<file path="src/rtl/spi_eng_pkg.sv">
package spi_eng_pkg;

    typedef enum logic [2:0] {
        ST_IDLE    = 3'd0,
        ST_M_LEAD  = 3'd1,
        ST_M_SHIFT = 3'd2,
        ST_M_TAIL  = 3'd3,
        ST_S_SHIFT = 3'd4,
        ST_DONE    = 3'd5
    } eng_state_t;

endpackage

</file>
<file path="src/rtl/spi_sync_bank.sv">
module spi_sync_bank #(
    parameter int           N       = 3,
    parameter int           STAGES  = 2,
    parameter logic [N-1:0] RST_VAL = '0
) (
    input  logic         clk,
    input  logic         rst_n,
    input  logic [N-1:0] d,
    output logic [N-1:0] q
);

    genvar gi;
    generate
        for (gi = 0; gi < N; gi++) begin : g_bit
            logic [STAGES-1:0] chain_q;
            always_ff @(posedge clk or negedge rst_n) begin
                if (!rst_n) begin
                    chain_q <= {STAGES{RST_VAL[gi]}};
                end else begin
                    chain_q <= {chain_q[STAGES-2:0], d[gi]};
                end
            end
            assign q[gi] = chain_q[STAGES-1];
        end
    endgenerate

endmodule

</file>
<file path="src/rtl/spi_shreg.sv">
module spi_shreg #(
    parameter int W = 8
) (
    input  logic         clk,
    input  logic         rst_n,
    input  logic         load,
    input  logic [W-1:0] load_val,
    input  logic         shift,
    input  logic         lsb_first,
    input  logic         sin,
    output logic         sout,
    output logic [W-1:0] q
);

    logic [W-1:0] sr_q;

    always_ff @(posedge clk or negedge rst_n) begin
        if (!rst_n) begin
            sr_q <= '0;
        end else if (load) begin
            sr_q <= load_val;
        end else if (shift) begin
            if (lsb_first) begin
                sr_q <= {sin, sr_q[W-1:1]};
            end else begin
                sr_q <= {sr_q[W-2:0], sin};
            end
        end
    end

    assign sout = lsb_first ? sr_q[0] : sr_q[W-1];
    assign q    = sr_q;

endmodule

</file>
<file path="src/rtl/spi_pin_route.sv">
module spi_pin_route (
    input  logic enable,
    input  logic role_m,
    input  logic one_wire,
    input  logic pin_oe,
    input  logic slave_sel,
    input  logic sout,
    input  logic mosi_in,
    input  logic miso_in,
    output logic mosi_out,
    output logic mosi_oe,
    output logic miso_out,
    output logic miso_oe,
    output logic din_raw
);

    always_comb begin
        mosi_out = sout;
        miso_out = sout;
        if (role_m) begin
            mosi_oe = enable & (one_wire ? pin_oe : 1'b1);
            miso_oe = 1'b0;
            din_raw = one_wire ? mosi_in : miso_in;
        end else begin
            mosi_oe = 1'b0;
            miso_oe = enable & slave_sel & (one_wire ? pin_oe : 1'b1);
            din_raw = one_wire ? miso_in : mosi_in;
        end
    end

endmodule

</file>
<file path="src/rtl/spi_shift_core.sv">
module spi_shift_core
    import spi_eng_pkg::*;
#(
    parameter int DATA_W      = 8,
    parameter int SYNC_STAGES = 2
) (
    input  logic              clk,
    input  logic              rst_n,
    input  logic              enable,
    input  logic              is_master,
    input  logic              cpol,
    input  logic              cpha,
    input  logic              lsb_first,
    input  logic              one_wire,
    input  logic              pin_oe,
    input  logic              fault_en,
    input  logic              ss_out_en,
    input  logic [DATA_W-1:0] tx_byte,
    input  logic              start,
    input  logic              edge_tick,
    input  logic              sck_in,
    output logic              sck_out,
    output logic              sck_oe,
    input  logic              mosi_in,
    output logic              mosi_out,
    output logic              mosi_oe,
    input  logic              miso_in,
    output logic              miso_out,
    output logic              miso_oe,
    input  logic              ss_in,
    output logic              ss_out,
    output logic              ss_oe,
    output logic [DATA_W-1:0] rx_byte,
    output logic              done,
    output logic              mode_fault,
    output logic              busy,
    output logic              as_master
);

    localparam int            EDGES     = 2 * DATA_W;
    localparam int            CW        = $clog2(EDGES + 1);
    localparam logic [CW-1:0] LAST_EDGE = CW'(EDGES - 1);
    localparam logic [CW-1:0] ALL_EDGES = CW'(EDGES);

    eng_state_t    state_q, state_d;
    logic [CW-1:0] cnt_q;
    logic          sck_ph_q;
    logic          pend_q;
    logic          samp_q;
    logic          ss_drv_q;
    logic          demote_q;
    logic          fault_q;
    logic          sck_d_q;

    logic [2:0] sync_q;
    logic       sck_s, ss_s, din_s, din_raw;
    logic       role_m, fault_hit, abort;
    logic       m_edge, s_edge, edge_ev, samp_ev, shift_ev;
    logic       m_go, s_go, load, slave_sel, sout;

    // input synchroniser: clock, select, selected data pin
    spi_sync_bank #(
        .N      (3),
        .STAGES (SYNC_STAGES),
        .RST_VAL(3'b010)
    ) u_sync (
        .clk  (clk),
        .rst_n(rst_n),
        .d    ({sck_in, ss_in, din_raw}),
        .q    (sync_q)
    );

    assign sck_s = sync_q[2];
    assign ss_s  = sync_q[1];
    assign din_s = sync_q[0];

    assign role_m    = is_master & ~demote_q;
    assign fault_hit = enable & role_m & fault_en & ~ss_out_en & ~ss_s;
    assign abort     = ~enable | fault_hit;

    assign m_edge   = (state_q == ST_M_SHIFT) & edge_tick;
    assign s_edge   = (state_q == ST_S_SHIFT) & (sck_s ^ sck_d_q);
    assign edge_ev  = m_edge | s_edge;
    // even edge index = leading edge; sample where parity matches cpha
    assign samp_ev  = edge_ev & (cnt_q[0] == cpha);
    assign shift_ev = pend_q & (state_q != ST_IDLE) & (edge_ev | (cnt_q == ALL_EDGES));

    assign m_go = (state_q == ST_IDLE) & enable & role_m & start & ~fault_hit;
    assign s_go = (state_q == ST_IDLE) & enable & ~role_m & ~ss_s;
    assign load = m_go | s_go;

    assign slave_sel = ~role_m & ((state_q == ST_S_SHIFT) | (state_q == ST_DONE));

    spi_shreg #(.W(DATA_W)) u_sr (
        .clk      (clk),
        .rst_n    (rst_n),
        .load     (load),
        .load_val (tx_byte),
        .shift    (shift_ev),
        .lsb_first(lsb_first),
        .sin      (samp_q),
        .sout     (sout),
        .q        (rx_byte)
    );

    spi_pin_route u_route (
        .enable   (enable),
        .role_m   (role_m),
        .one_wire (one_wire),
        .pin_oe   (pin_oe),
        .slave_sel(slave_sel),
        .sout     (sout),
        .mosi_in  (mosi_in),
        .miso_in  (miso_in),
        .mosi_out (mosi_out),
        .mosi_oe  (mosi_oe),
        .miso_out (miso_out),
        .miso_oe  (miso_oe),
        .din_raw  (din_raw)
    );

    // state register
    always_ff @(posedge clk or negedge rst_n) begin
        if (!rst_n) begin
            state_q <= ST_IDLE;
        end else begin
            state_q <= state_d;
        end
    end

    // next state
    always_comb begin
        state_d = state_q;
        if (abort) begin
            state_d = ST_IDLE;
        end else begin
            unique case (state_q)
                ST_IDLE: begin
                    if (m_go) begin
                        state_d = ST_M_LEAD;
                    end else if (s_go) begin
                        state_d = ST_S_SHIFT;
                    end
                end
                ST_M_LEAD: begin
                    if (edge_tick) state_d = ST_M_SHIFT;
                end
                ST_M_SHIFT: begin
                    if (edge_tick && cnt_q == LAST_EDGE) state_d = ST_M_TAIL;
                end
                ST_M_TAIL: begin
                    if (edge_tick) state_d = ST_DONE;
                end
                ST_S_SHIFT: begin
                    if (ss_s) begin
                        state_d = ST_IDLE;
                    end else if (cnt_q == ALL_EDGES && !pend_q) begin
                        state_d = ST_DONE;
                    end
                end
                ST_DONE: state_d = ST_IDLE;
                default: state_d = ST_IDLE;
            endcase
        end
    end

    // edge bookkeeping, select drive, role and fault registers
    always_ff @(posedge clk or negedge rst_n) begin
        if (!rst_n) begin
            cnt_q    <= '0;
            sck_ph_q <= 1'b0;
            pend_q   <= 1'b0;
            samp_q   <= 1'b0;
            ss_drv_q <= 1'b0;
            demote_q <= 1'b0;
            fault_q  <= 1'b0;
            sck_d_q  <= 1'b0;
        end else begin
            sck_d_q <= sck_s;
            fault_q <= fault_hit;
            if (load) begin
                cnt_q    <= '0;
                pend_q   <= 1'b0;
                sck_ph_q <= 1'b0;
            end else begin
                if (edge_ev && cnt_q != ALL_EDGES) cnt_q <= cnt_q + CW'(1);
                if (samp_ev) begin
                    pend_q <= 1'b1;
                    samp_q <= din_s;
                end else if (shift_ev) begin
                    pend_q <= 1'b0;
                end
                if (m_edge) sck_ph_q <= ~sck_ph_q;
            end
            if (abort) sck_ph_q <= 1'b0;
            if (abort || (state_q == ST_M_TAIL && edge_tick)) begin
                ss_drv_q <= 1'b0;
            end else if (state_q == ST_M_LEAD && edge_tick) begin
                ss_drv_q <= 1'b1;
            end
            if (!is_master) begin
                demote_q <= 1'b0;
            end else if (fault_hit) begin
                demote_q <= 1'b1;
            end
        end
    end

    // outputs
    always_comb begin
        done       = (state_q == ST_DONE);
        busy       = (state_q != ST_IDLE);
        mode_fault = fault_q;
        as_master  = role_m;
        sck_out    = cpol ^ sck_ph_q;
        sck_oe     = enable & role_m;
        ss_out     = ~ss_drv_q;
        ss_oe      = enable & role_m & fault_en & ss_out_en;
    end

endmodule

</file>
<file path="config.mk">
export PLATFORM = sky130hd
export DESIGN_NAME = spi_shift_core
export DESIGN_NICKNAME = d
export VERILOG_FILES = /design/src/rtl/spi_eng_pkg.sv /design/src/rtl/spi_sync_bank.sv /design/src/rtl/spi_shreg.sv /design/src/rtl/spi_pin_route.sv /design/src/rtl/spi_shift_core.sv
export SDC_FILE = /design/constraint.sdc
export NUM_CORES = 1
export LEC_CHECK = 0
export CAP_MARGIN = 30
export CELL_PAD_IN_SITES_DETAIL_PLACEMENT = 1
export CELL_PAD_IN_SITES_GLOBAL_PLACEMENT = 2
export CORE_MARGIN = 2
export CORE_UTILIZATION = 30
export CTS_BUF_LIST = sky130_fd_sc_hd__clkbuf_4 sky130_fd_sc_hd__clkbuf_8
export CTS_CLUSTER_DIAMETER = 50
export DETAILED_ROUTE_END_ITERATION = 7
export GPL_TIMING_DRIVEN = 1
export PLACE_DENSITY_LB_ADDON = 0.1
export SETUP_SLACK_MARGIN = 0.02
export SLEW_MARGIN = 10
export SYNTH_ARGS = -nofsm -noshare
export SYNTH_HDL_FRONTEND = slang
export SYNTH_SLANG_ARGS = --single-unit
export TNS_END_PERCENT = 10
</file>
<file path="constraint.sdc">
create_clock -name clk -period 2.1 [get_ports clk]
set_input_delay 0.42 -clock clk [delete_from_list [all_inputs] [get_ports clk]]
set_output_delay 0.42 -clock clk [all_outputs]
set_load 0.01 [all_outputs]
</file>
==> results.py <==
metrics = {
    "timing": {
        "maxSlewHeadroom": 0.6687,
        "min_period_over_period": 0.9850,
        "setup_viol": 0,
        "grt_setup_unrepaired": "true",
        "fmax_achieved_mhz": 483.5,
        "period_needed_ns": 2.068,
        "final-hold-violation-count": 0,
        "setup_slack_ns": 0.03159,
        "timing_max_transition_violations_final": 0,
        "clock_skew_ns": 0.005403,
        "setup_total_negative_slack_ns": 0,
        "worst-slew-pin-transition_ns": 0.4965,
    },
    "synthesis": {
        "post_synth_most_frequent_cells": "sky130_fd_sc_hd__dfrtp_1, sky130_fd_sc_hd__a21oi_1, sky130_fd_sc_hd__mux2i_1",
        "ys_types": 42,
        "synth_cells": 172,
        "synth-warning-count": 0,
        "synth_area_leaders": "sky130_fd_sc_hd__dfrtp_1, sky130_fd_sc_hd__mux2i_1, sky130_fd_sc_hd__a21oi_1",
        "synth_edf_count": 0,
        "seq_area_frac_synth": 0.4302,
        "syn-cell-area_um2": 1693,
        "synthesis.area_per_instance_um2": 9.842,
        "synth-seq-cells": 29,
        "synth_most_common_cell": "sky130_fd_sc_hd__dfrtp_1",
        "post-synth-top-area-cell": "sky130_fd_sc_hd__dfrtp_1",
        "yosys_most_used_dff": "sky130_fd_sc_hd__dfrtp_1",
        "synth_fp_nets": 200,
        "post-synth-top-area-fraction": 0.3991,
        "synth_async_sr_flop_share": 1.000,
    },
    "floorplan": {
        "std_cell_rows": 27,
        "initial_core_util": 0.3093,
        "die_footprint_um2": 6260,
        "die-width_um": 79.12,
        "ioPinCount": 45,
        "core_region_area_um2": 5473,
        "die_y_um": 79.12,
    },
    "global_routing": {
        "number_of_antenna_violations_at_the_first_check_in_global_routing": 0,
        "grt_util_all_layers": 0.1728,
        "first_global_vias": 1689,
        "remaining_global_route_overflow": 0,
        "first_pass_grt_wire_length_um": 8328,
        "grt_max_degree": 30,
    },
    "worst_hold_path": {
        "hold_depth": 0,
        "worst_hold_path_type": "flip-flop to flip-flop",
    },
    "cts": {
        "cts_tree": "yes",
        "cts-buffers-inserted": 5,
        "hold_buffers": 0,
        "cts.clk_slew.worst_paths_ns": 0.06,
        "cts_sinks": 29,
        "max-clock-path-buffers": 2,
        "htree_levels": 2,
        "cts_post_setup_buffers_inserted": 0,
        "clkLatencyLatePin_ns": 0.29,
        "root_buffer": "sky130_fd_sc_hd__clkbuf_8",
    },
    "placed_design": {
        "dpl_cell_area_um2": 2330,
        "dp_hpwl_um": 3644,
        "portBuffers": 44,
        "preCtsSetupSlack_ns": -0.3239,
        "finalWeightedCongestion": 0.7754,
    },
    "worst_setup_path": {
        "setup.worst_path.start_class": "flip-flop",
        "endpoint": "busy",
        "r2r_setup_slack_ns": 0.11,
        "critPathKind": "flip-flop to output port",
        "worst_setup_path_startpoint": "state_q[1]",
        "r2r-start": "cnt_q[0]",
        "setup.worst_path.end_class": "output port",
        "cp_data_arrival_time_ns": 1.65,
        "crit_required_ns": 1.68,
        "reg2reg_depth": 7,
        "worstPathMaxFanout": 10,
        "critical_path.reg2reg.endpoint": "state_q[0]",
    },
    "route": {
        "drt-total-wl_um": 4969,
        "detail_route.vias_per_cell": 5.091,
        "vias": 1573,
        "drt-wirelength-per-cell_um": 16.08,
        "drt_pass1_iterations": 4,
        "drc": 0,
        "first_iter_violations": 62,
        "ant_nets": 0,
    },
    "finish": {
        "finalNetCount": 264,
        "antenna_cells": 0,
        "synthToLayoutAreaGrowth_pct": 44.94,
        "stdcell_area_um2": 2454,
        "num-fill-cells": 638,
        "layout-drive-gt1-share": 0.2278,
    },
    "power": {
        "peak_vdd_ir_mv": 0.4052,
        "power.density_cell_area_nw_per_um2": 1134,
        "finalPower_mw": 2.783,
        "p_leak_nw": 1.118,
    },
    "job": {
        "drv.max_cap_violation_count": 0,
    },
    "status": {
        "run_status": "finished clean",
    },
}
-- how the worst min path moves through the flow --
stage                                           from                         end  slack (ns)
final                     u_sync.g_bit[0].chain_q[0]  u_sync.g_bit[0].chain_q[1]        0.35
after global placement    u_sync.g_bit[2].chain_q[0]  u_sync.g_bit[2].chain_q[1]        0.34
after CTS                 u_sync.g_bit[0].chain_q[0]  u_sync.g_bit[0].chain_q[1]        0.35
after floorplan                                rst_n                    cnt_q[0]        0.12
after detailed placement  u_sync.g_bit[0].chain_q[0]  u_sync.g_bit[0].chain_q[1]        0.34
after global routing      u_sync.g_bit[1].chain_q[0]  u_sync.g_bit[1].chain_q[1]        0.36
-- worst max-delay path: stages (launching register included) --
cell,delay [ns]
sky130_fd_sc_hd__dfrtp_1,0.38
sky130_fd_sc_hd__buf_4,0.18
sky130_fd_sc_hd__nor3_2,0.18
sky130_fd_sc_hd__inv_1,0.13
sky130_fd_sc_hd__clkdlybuf4s50_1,0.50
-- sequential cells by signal, indices dropped and copies added, names as in the netlist --
name,cells
state_q,3
cnt_q,5
ss_drv_q,1
sck_d_q,1
u_sr.q,8
sck_ph_q,1
pend_q,1
mode_fault,1
u_sync.g_bit.chain_q,6
samp_q,1
demote_q,1
-- logic make-up after synthesis --
kind of cell / count (synthesis) / synth area share
adders and majority gates: 3 / 0.02218
muxes: 16 / 0.09830
DFF: 29 / 0.4302
xor gates and xnor gates: 6 / 0.03104
AOI/OAI and AO/OA: 39 / 0.1560
buffers and inverters: 18 / 0.05469
and+or+nand+nor: 61 / 0.2077
-- where the power goes --
group	switching (mW)	leakage, nW	internal [mW]
combinational	0.623	0.693	0.648
clock	0.231	0.0619	0.400
sequential	0.170	0.363	0.711
-- per-stage QoR --
stage          instances    util  hold WS (ns)
6_report             309  0.4483        0.3502
5_1_grt              309  0.4483        0.3585
4_1_cts              309  0.4492        0.3533
3_5_place_dp         301  0.4257        0.3379
3_3_place_gp         301  0.4257        0.3351
2_1_floorplan        172       -        0.1244
-- layout make-up --
cell class | count | area, um2 | share of cell area
Tap cell | 72 | 90.09 | 0.03672
Clock inverter | 1 | 30.03 | 0.01224
Sequential cell | 29 | 732.0 | 0.2983
Clock buffer | 7 | 90.09 | 0.03672
Timing Repair Buffer | 66 | 584.3 | 0.2381
Multi-Input combinational cell | 125 | 893.4 | 0.3641
Inverter | 9 | 33.78 | 0.01377
-- what timing repair did --
item | in CTS | in global routing
gates resized for setup | 14 | 8
endpoints found under the hold margin | 0 | 0
setup endpoints to repair | 9 | 15
cloned | 0 | 0
-- routing by layer --
metal | GRT usage | wire length, um
met1 | 0.2130 | 2271
met5 | 0 | 0
met2 | 0.2958 | 2457
met3 | 0.04205 | 174
met4 | 0.05690 | 65
-- layout by cell type (no fill, tap or decap), types with 3 or more instances in the layout --
cell,count
sky130_fd_sc_hd__a21oi_1,14
sky130_fd_sc_hd__and3_1,10
sky130_fd_sc_hd__buf_4,23
sky130_fd_sc_hd__clkbuf_2,3
sky130_fd_sc_hd__clkbuf_8,6
sky130_fd_sc_hd__clkdlybuf4s50_1,37
sky130_fd_sc_hd__dfrtp_1,24
sky130_fd_sc_hd__dfrtp_2,3
sky130_fd_sc_hd__dlygate4sd2_1,3
sky130_fd_sc_hd__ha_1,3
sky130_fd_sc_hd__inv_1,9
sky130_fd_sc_hd__mux2_2,5
sky130_fd_sc_hd__mux2i_1,11
sky130_fd_sc_hd__nand2_1,9
sky130_fd_sc_hd__nand3_1,9
sky130_fd_sc_hd__nor2_1,4
sky130_fd_sc_hd__nor3_1,5
sky130_fd_sc_hd__o21ai_0,6
sky130_fd_sc_hd__o31ai_1,8
sky130_fd_sc_hd__xor2_1,4
Power figures use the tool's default switching activity.
